`src/rtl/wdog_pkg.sv`:
```
package wdog_pkg;
  localparam int SVC_W     = 8;
  localparam int KEY_FIRST = 8'h5A;
  localparam int KEY_SECOND = 8'hA5;

  typedef enum logic {
    SVC_IDLE  = 1'b0,
    SVC_ARMED = 1'b1
  } svc_state_e;
endpackage

```
`src/rtl/wdog_rst_sync.sv`:
```
module wdog_rst_sync #(
  parameter int STAGES = 2
) (
  input  logic clk,
  input  logic rst_n,
  output logic rst_sync_n
);
  logic [STAGES-1:0] sync_q;

  always_ff @(posedge clk or negedge rst_n) begin
    if (!rst_n) sync_q <= '0;
    else        sync_q <= {sync_q[STAGES-2:0], 1'b1};
  end

  assign rst_sync_n = sync_q[STAGES-1];
endmodule

```
`src/rtl/wdog_cfg_reg.sv`:
```
module wdog_cfg_reg #(
  parameter int CNT_W = 16,
  localparam int CFG_W = CNT_W + 2
) (
  input  logic             clk,
  input  logic             rst_n,
  input  logic             wr_en,
  input  logic [CFG_W-1:0] wr_data,
  output logic [CFG_W-1:0] rd_data,
  output logic             accept,
  output logic             locked,
  output logic [CNT_W-1:0] reload,
  output logic             run_en,
  output logic             frz_en
);
  localparam logic [CFG_W-1:0] RST_VAL = {1'b0, 1'b1, {CNT_W{1'b1}}};

  logic [CFG_W-1:0] cfg_q, cfg_d;
  logic             lock_q, lock_d;

  always_comb begin
    accept = wr_en && !lock_q;
    cfg_d  = accept ? wr_data : cfg_q;
    lock_d = lock_q || wr_en;
  end

  always_ff @(posedge clk or negedge rst_n) begin
    if (!rst_n) begin
      cfg_q  <= RST_VAL;
      lock_q <= 1'b0;
    end else begin
      cfg_q  <= cfg_d;
      lock_q <= lock_d;
    end
  end

  assign rd_data = cfg_q;
  assign locked  = lock_q;
  assign reload  = cfg_q[CNT_W-1:0];
  assign run_en  = cfg_q[CNT_W];
  assign frz_en  = cfg_q[CNT_W+1];
endmodule

```
`src/rtl/wdog_svc_seq.sv`:
```
module wdog_svc_seq
  import wdog_pkg::*;
#(
  parameter int             KEY_W = SVC_W,
  parameter logic [KEY_W-1:0] KEY_A = KEY_W'(KEY_FIRST),
  parameter logic [KEY_W-1:0] KEY_B = KEY_W'(KEY_SECOND)
) (
  input  logic             clk,
  input  logic             rst_n,
  input  logic             wr_en,
  input  logic [KEY_W-1:0] data,
  output logic             hit
);
  svc_state_e state_q, state_d;

  always_comb begin
    state_d = state_q;
    hit     = 1'b0;
    if (wr_en) begin
      if (data == KEY_A) begin
        state_d = SVC_ARMED;
      end else begin
        hit     = (data == KEY_B) && (state_q == SVC_ARMED);
        state_d = SVC_IDLE;
      end
    end
  end

  always_ff @(posedge clk or negedge rst_n) begin
    if (!rst_n) state_q <= SVC_IDLE;
    else        state_q <= state_d;
  end
endmodule

```
`src/rtl/wdog_counter.sv`:
```
module wdog_counter #(
  parameter int CNT_W = 16
) (
  input  logic             clk,
  input  logic             rst_n,
  input  logic             load,
  input  logic [CNT_W-1:0] load_val,
  input  logic [CNT_W-1:0] reload,
  input  logic             run_en,
  input  logic             frz_en,
  input  logic             halt,
  input  logic             tick,
  output logic             expire
);
  logic [CNT_W-1:0] cnt_q, cnt_d;
  logic             exp_q, exp_d;
  logic             step;

  always_comb begin
    step  = tick && !(frz_en && halt);
    cnt_d = cnt_q;
    exp_d = 1'b0;
    if (load) begin
      cnt_d = load_val;
    end else if (!run_en) begin
      cnt_d = reload;
    end else if (step) begin
      if (cnt_q == '0) begin
        cnt_d = reload;
        exp_d = 1'b1;
      end else begin
        cnt_d = cnt_q - 1'b1;
      end
    end
  end

  always_ff @(posedge clk or negedge rst_n) begin
    if (!rst_n) begin
      cnt_q <= '1;
      exp_q <= 1'b0;
    end else begin
      cnt_q <= cnt_d;
      exp_q <= exp_d;
    end
  end

  assign expire = exp_q;
endmodule

```
`src/rtl/wdog_lock_top.sv`:
```
module wdog_lock_top
  import wdog_pkg::*;
#(
  parameter int CNT_W       = 16,
  parameter int SYNC_STAGES = 2,
  localparam int CFG_W      = CNT_W + 2
) (
  input  logic             clk,
  input  logic             rst_n,
  input  logic             cfg_wr_en,
  input  logic [CFG_W-1:0] cfg_wr_data,
  output logic [CFG_W-1:0] cfg_rd_data,
  input  logic             svc_wr_en,
  input  logic [SVC_W-1:0] svc_data,
  input  logic             dbg_halt,
  input  logic             tick_en,
  output logic             timeout
);
  logic             rst_sync_n;
  logic             cfg_accept, cfg_locked, run_en, frz_en, svc_hit;
  logic [CNT_W-1:0] reload, load_val;

  wdog_rst_sync #(.STAGES(SYNC_STAGES)) u_rst (
    .clk(clk), .rst_n(rst_n), .rst_sync_n(rst_sync_n)
  );

  wdog_cfg_reg #(.CNT_W(CNT_W)) u_cfg (
    .clk(clk), .rst_n(rst_sync_n), .wr_en(cfg_wr_en), .wr_data(cfg_wr_data),
    .rd_data(cfg_rd_data), .accept(cfg_accept), .locked(cfg_locked),
    .reload(reload), .run_en(run_en), .frz_en(frz_en)
  );

  wdog_svc_seq u_svc (
    .clk(clk), .rst_n(rst_sync_n), .wr_en(svc_wr_en), .data(svc_data), .hit(svc_hit)
  );

  assign load_val = cfg_accept ? cfg_wr_data[CNT_W-1:0] : reload;

  wdog_counter #(.CNT_W(CNT_W)) u_cnt (
    .clk(clk), .rst_n(rst_sync_n), .load(cfg_accept || svc_hit),
    .load_val(load_val), .reload(reload), .run_en(run_en), .frz_en(frz_en),
    .halt(dbg_halt), .tick(tick_en), .expire(timeout)
  );
endmodule

```
`config.mk`:
```
export PLATFORM = sky130hd
export DESIGN_NAME = wdog_lock_top
export DESIGN_NICKNAME = d
export VERILOG_FILES = /design/src/rtl/wdog_pkg.sv /design/src/rtl/wdog_rst_sync.sv /design/src/rtl/wdog_cfg_reg.sv /design/src/rtl/wdog_svc_seq.sv /design/src/rtl/wdog_counter.sv /design/src/rtl/wdog_lock_top.sv
export SDC_FILE = /design/constraint.sdc
export NUM_CORES = 1
export LEC_CHECK = 0
export ABC_CLOCK_PERIOD_IN_PS = 1500
export CAP_MARGIN = 20
export CORE_MARGIN = 2
export CORE_UTILIZATION = 30
export CTS_BUF_LIST = sky130_fd_sc_hd__clkbuf_4 sky130_fd_sc_hd__clkbuf_8
export CTS_CLUSTER_DIAMETER = 120
export CTS_CLUSTER_SIZE = 28
export DETAILED_ROUTE_END_ITERATION = 10
export GPL_TIMING_DRIVEN = 1
export SETUP_SLACK_MARGIN = 0.1
export SLEW_MARGIN = 30
export SYNTH_ARGS = -nofsm -noshare
export SYNTH_HDL_FRONTEND = slang
export SYNTH_SLANG_ARGS = --single-unit
```
`constraint.sdc`:
```
create_clock -name clk -period 1.5 [get_ports clk]
set_input_delay 0.225 -clock clk [delete_from_list [all_inputs] [get_ports clk]]
set_output_delay 0.225 -clock clk [all_outputs]
set_load 0.01 [all_outputs]
```
==> reports/qor.txt, run 1 <==
Rel. slew slack - 65.7%
DIE HEIGHT - 92.1 µm
worst hold-check path type - in -> async
vias per cell - 4.79
Worst Path Required - 1.71 ns
wire per inst - 13.8 µm
Max Cap Violations - 0
DRC - 0
vias in the first global route - 2238
VDD IR max - 725 µV
Max H-tree Level - 2
Sink Count - 39
ys async rst share - 100%
Die ar. - 0.00849 mm²
gr ovfl total - 0
CTS root buf - clkbuf_8
clk_lat worst skew - 0.29 ns
top-count cell post-synth - nand2_1
chip width - 92.1 µm
Initial Utilization - 30.6%
Power Density - 1120 mW/mm²
Lkg Pwr - 1.57 nW
final hold viol count - 0
outcome - finished with violations
hold buffer count at CTS - 0
synth cell count leaders - nand2_1, dfstp_2, nor2_1
area grow syn2layout - 53.9%
final slew viol count - 0
sequential share of the synthesized area - 43.6%
CTS clock-pin slew for the worst setup and hold paths - 0.08 ns
post-route ant nets - 0
number of flops mapped to enable cells by yosys - 0
TritonCTS clock tree - done
# IOs - 51
first-pass GRT wire length - 10700 µm
clock tree buffer depth - 2
Nets - 394
CTS buffer count - 5
post-route setup slack - -0.257 ns
clk_skew - 0.00898 ns
WL final - 6400 µm
CP arrival - 1.97 ns
DP HPWL - 4740 µm
Placeable Area - 0.00761 mm²
synth warn - 0
1st-iter DRT viols - 110
RSZ-0062 raised after global routing - true
failing checks - negative setup slack
total number of vias - 2216
min cycle time layout - 1.76 ns
post-synth top area share - 37.2%
Total GRT Usage - 15.9%
Startpoint Class - flop
pin count of the biggest net entering global routing - 22
Final Instance Count excl. Fillers - 463
Syn Area/Cell - 9.25 µm²
GP Congestion - 0.886
diode count - 0
most area-hungry cell type in the Yosys netlist - dfstp_2
initial antenna violation count - 0
Crit Path Category - reg -> reg
worst-margin pin slew - 0.513 ns
ratio of cells with drive above 1 in the final layout - 38.2%
Yosys reg bits - 39
Layout Utilization - 47.2%
Inst Count DP - 446
final worst-path cycle share - 117%
crit path capture type - flop
Reg2Reg Setup Slack - -0.26 ns
Syn Nets - 286
ranking of synthesized cells by area - dfstp_2, nand2_1, dfrtp_1, mux2i_1, xnor2_1
Post-Synthesis Cells - 252
Synth Flop Type - dfstp_2
Setup WS pre-CTS - -0.437 ns
setup violators final - 16
Buffers on Ports - 50
DRT Pass-1 Iters - 4
CP Max Fanout - 5
f_max - 569 MHz
Rows - 32
synth unique cells - 57
synthesized area - 0.00233 mm²
worst paths after layout:
| path | cells after the start | start | endpoint |
|---|---|---|---|
| worst max-delay path | 8 | u_cnt.cnt_q[0] | u_cnt.cnt_q[7] |
| worst min-delay path | 1 | rst_n | u_rst.sync_q[1] |
| worst max register to register | 8 | u_cnt.cnt_q[0] | u_cnt.cnt_q[7] |
| worst min register to register | 1 | u_rst.sync_q[1] | u_cnt.expire |
| max in group asynchronous | 1 | u_rst.sync_q[1] | u_cfg.rd_data[4] |
| min in group clk | 0 | u_rst.sync_q[0] | u_rst.sync_q[1] |
sequential cells by signal, summed over array words and instances, names as in the netlist:
| signal | count |
|---|---|
| u_svc.state_q | 1 |
| u_rst.sync_q | 2 |
| u_cnt.expire | 1 |
| u_cfg.locked | 1 |
| u_cfg.rd_data | 18 |
| u_cnt.cnt_q | 16 |
kinds of logic after synthesis:
| logic type | synth area share (%) |
|---|---|
| XOR/XNOR | 3.76 |
| adder cells (fa/ha/maj) | 1.07 |
| AND/OR/NAND/NOR | 29.3 |
| other | 0.161 |
| flip-flops | 43.6 |
| buffers and inverters | 4.45 |
| multiplexers | 5.21 |
| AO/OA/AOI/OAI | 12.4 |
area by class of cell:
cell class | count | area [µm²]
fillers | 754 | 4020
multi-input cells | 195 | 1320
flip-flops and latches | 39 | 1020
repair buffers | 116 | 1020
well taps | 102 | 128
clock buffers | 7 | 90.1
inverters | 3 | 13.8
clock inverters | 1 | 5.00
metal layers:
layer  GRT usage, %  wire, µm  up-vias
met5              0         0        -
met1           21.4      2970     1058
met2           26.5      3130       50
met4           4.35        89        0
met3           2.71       221       10
li1               -         -     1098
report_power, final:
part	internal (mW)	leakage [nW]	switching, mW	total [mW]
registers	1.37	0.418	0.180	1.55
logic	0.957	1.10	0.739	1.70
clock network	0.390	0.0517	0.380	0.769
total	2.72	1.57	1.30	4.02
per-stage QoR:
step | power [mW] | setup TNS, ns | cell area [µm²] | hold WS, ns
6_report | 4.02 | -3.37 | 3590 | 0.0845
5_1_grt | 4.28 | -4.58 | 3590 | 0.0684
4_1_cts | 3.97 | -3.99 | 3540 | 0.0800
3_5_place_dp | 3.07 | -5.95 | 3320 | 0.253
3_3_place_gp | 3.03 | -5.34 | 3320 | 0.248
2_1_floorplan | 2.31 | -3.03 | 2340 | -0.0706
what timing repair did:
item	in CTS	in global routing
endpoints found under the setup margin	35	20
pin swaps	10	4
buffers inserted	10	0
gates resized for setup	36	12
critical path, stage by stage (launching register included):
cell and delay [ns]:
dfstp_2 0.39, inv_4 0.07, ha_4 0.13, nor4b_4 0.27
nand4_4 0.15, and2_4 0.22, buf_12 0.14, mux2i_1 0.11
a211oi_1 0.20
cell usage in the layout, fill, tap and decap left out, types with 2 or more instances in the layout:
master / Yosys / routed
nand4_1: 3 / 3
a211oi_2: 1 / 5
o21ai_0: 6 / 6
buf_4: 3 / 62
a21oi_1: 7 / 6
nor2b_1: 4 / 3
dfrtp_1: 6 / 6
nand3_1: 6 / 6
nand2_1: 68 / 66
clkdlybuf4s50_1: 0 / 31
or3_1: 2 / 2
nor2_1: 12 / 11
dfstp_2: 33 / 33
nor4_2: 1 / 2
o22a_1: 2 / 2
clkdlybuf4s15_1: 0 / 2
buf_12: 1 / 3
nor3_1: 8 / 7
nor4bb_1: 2 / 2
dlygate4sd2_1: 0 / 15
ha_4: 0 / 2
mux2i_1: 11 / 11
nand4b_1: 3 / 3
xnor2_1: 9 / 9
nand2b_1: 6 / 5
o211ai_1: 4 / 4
o2111ai_2: 1 / 2
o21ai_1: 4 / 3
nor3_2: 2 / 3
clkbuf_8: 0 / 6
No activity file was read; power rests on OpenSTA's default activity.
==> run 2: changes to the inputs <==
CORE_UTILIZATION = 50   (was 30)
PLACE_DENSITY = 0.79   (was unset)
SKIP_LAST_GASP = 1   (was unset)
==> reports/qor.txt, run 2 (same netlist as run 1, synthesis figures left out) <==
outcome - finished with violations
failing checks - negative setup slack
final worst-path cycle share - 122% (+4.6 points)
Initial Utilization - 52.8% (+22 points)
DIE HEIGHT - 72.3 µm (-22%)
Switch Pwr - 1.53 mW (+18%)
crit path capture type - flop
Rows - 24 (-25%)
Layout Utilization - 82.9% (+36 points)
diode count - 0 (unchanged)
Reg2Reg Setup Slack - -0.32 ns (-0.07 ns)
Max H-tree Level - 2 (unchanged)
Final Total Pwr - 4.46 mW (+11%)
CTS buffer count - 5 (unchanged)
Total GRT Usage - 28.3% (+12 points)
Inst Count DP - 392 (-12%)
vias per cell - 6.07 (+27%)
most common cell after layout, fill and taps aside - nand2_1
post-route cell area - 0.00366 mm² (+2.1%)
Pint - 2.93 mW (+7.9%)
clk_lat worst skew - 0.31 ns (+0.02 ns)
highest-count cells in the layout ignoring fill and taps - nand2_1, buf_4, dfstp_2
DP HPWL - 4540 µm (-4.4%)
setup TNS - -3.55 ns (-0.180 ns)
Startpoint Class - flop
CTS clock-pin slew for the worst setup and hold paths - 0.08 ns (about the same)
Largest register FFs - 18 (unchanged)
post-route setup slack - -0.325 ns (-0.0684 ns)
f_max - 548 MHz (-3.7%)
worst hold-check path type - in -> async
gr ovfl total - 0 (unchanged)
CTS root buf - clkbuf_8
post-route ant nets - 0 (unchanged)
Net Sw Frac - 34.2% (+1.9 points)
Lkg Pwr - 1.63 nW (+3.9%)
first-pass GRT wire length - 11300 µm (+5.1%)
reg2reg start - u_cnt.cnt_q[1]
GP Congestion - 0.878 (-0.93%)
final hold viol count - 0 (unchanged)
Sink Count - 39 (unchanged)
VDD IR max - 779 µV (+7.5%)
clock tree buffer depth - 2 (unchanged)
Worst R2R Path Depth - 8 (unchanged)
1st-iter DRT viols - 253 (+130%)
min cycle time layout - 1.82 ns (+0.0684 ns)
CP arrival - 2.05 ns (+0.08 ns)
Placeable Area - 0.00441 mm² (-42%)
hold buffer count at CTS - 0 (unchanged)
Worst Path Required - 1.72 ns (about the same)
area grow syn2layout - 57.1%
Crit Path Category - reg -> reg
RSZ-0062 raised after global routing - true
Die ar. - 0.00522 mm² (-38%)
Clock Power Share - 21.1% (+1.9 points)
final slew viol count - 0 (unchanged)
wire per inst - 19.9 µm (+44%)
CP Max Fanout - 8 (+3)
vias in the first global route - 2446 (+9.3%)
Comb power frac - 43.3% (+1.1 points)
register share of total power - 35.6% (-3.0 points)
ratio of cells with drive above 1 in the final layout - 39.4% (+1.2 points)
initial antenna violation count - 0 (unchanged)
RR Endpoint - u_cnt.cnt_q[12]
total number of vias - 2521 (+14%)
Placed Area - 0.00324 mm² (-2.4%)
# IOs - 51 (unchanged)
clk_skew - 0.0109 ns (+0.00194 ns)
DRC - 0 (unchanged)
Max Cap Violations - 0 (unchanged)
TritonCTS clock tree - done
Power Density - 1220 mW/mm² (+8.8%)
pin count of the biggest net entering global routing - 25 (+14%)
chip width - 72.3 µm (-22%)
Nets - 396 (+0.51%)
DRT Pass-1 Iters - 5 (+1)
Final Instance Count excl. Fillers - 415 (-10%)
WL final - 8280 µm (+29%)
Buffers on Ports - 50 (unchanged)
setup violators final - 16 (unchanged)
run 2: cell count changes in the layout (fill, tap and decap cells not counted), moves of 2 or more:
cell	delta
buf_6	+9
buf_4	-9
nor4_2	-2
nor4_4	+2
run 2: final cells by class:
cell class / count / area, µm²
multi-input combinational: 196 / 1360
timing repair buffer: 117 / 1090
sequential: 39 / 1020
fill: 254 / 753
clock buffer: 6 / 82.6
tap: 52 / 65.1
clock inverter: 2 / 35.0
inverter: 3 / 16.3
run 2: timing repair:
action,in CTS,in global routing
setup endpoints to repair,35,20
buffers inserted,2,11
gates resized for setup,36,31
cloned,1,1
pin swaps,10,17
run 2: how the worst max path moves through the flow:
stage                              start              end  slack [ns]  cells after the start
after floorplan           u_cnt.cnt_q[0]   u_cnt.cnt_q[9]       -0.24                      9
after global placement         svc_wr_en   u_cnt.cnt_q[4]       -0.40                      6
after detailed placement       svc_wr_en   u_cnt.cnt_q[1]       -0.45                      7
after CTS                 u_cnt.cnt_q[1]  u_cnt.cnt_q[12]       -0.23                      8
after global routing      u_cnt.cnt_q[1]  u_cnt.cnt_q[12]       -0.41                      8
final                     u_cnt.cnt_q[1]  u_cnt.cnt_q[12]       -0.32                      8
run 2: worst max-delay path, stage by stage (launching register included):
cell      delay, ns
dfstp_2        0.39
inv_4          0.07
ha_4           0.13
nor4b_4        0.27
nand4_4        0.17
and2_4         0.24
buf_6          0.13
mux2i_2        0.14
o211ai_1       0.19
run 2: through the flow:
stage	setup WS, ns	hold slack [ns]
after global routing	-0.407	0.0833
after floorplan	-0.241	-0.0706
after global placement	-0.397	0.194
final	-0.325	0.0728
after detailed placement	-0.452	0.212
after CTS	-0.233	0.0724
run 2: power groups by stage:
stage	clock (mW)	sequential, mW	combinational [mW]
after global routing	0.990	1.60	2.03
final	0.940	1.59	1.93
after floorplan	0	1.62	0.688
after global placement	0	1.55	1.42
after CTS	0.939	1.55	1.56
after detailed placement	0	1.56	1.47
run 2: metal layers:
layer | share of wire (%) | global-route usage [%] | vias up
li1 | - | - | 1110
met1 | 37 | 31.2 | 1202
met2 | 51 | 52.7 | 156
met3 | 6.9 | 4.86 | 53
met4 | 5.9 | 12.4 | 0
met5 | 0 | 0 | -
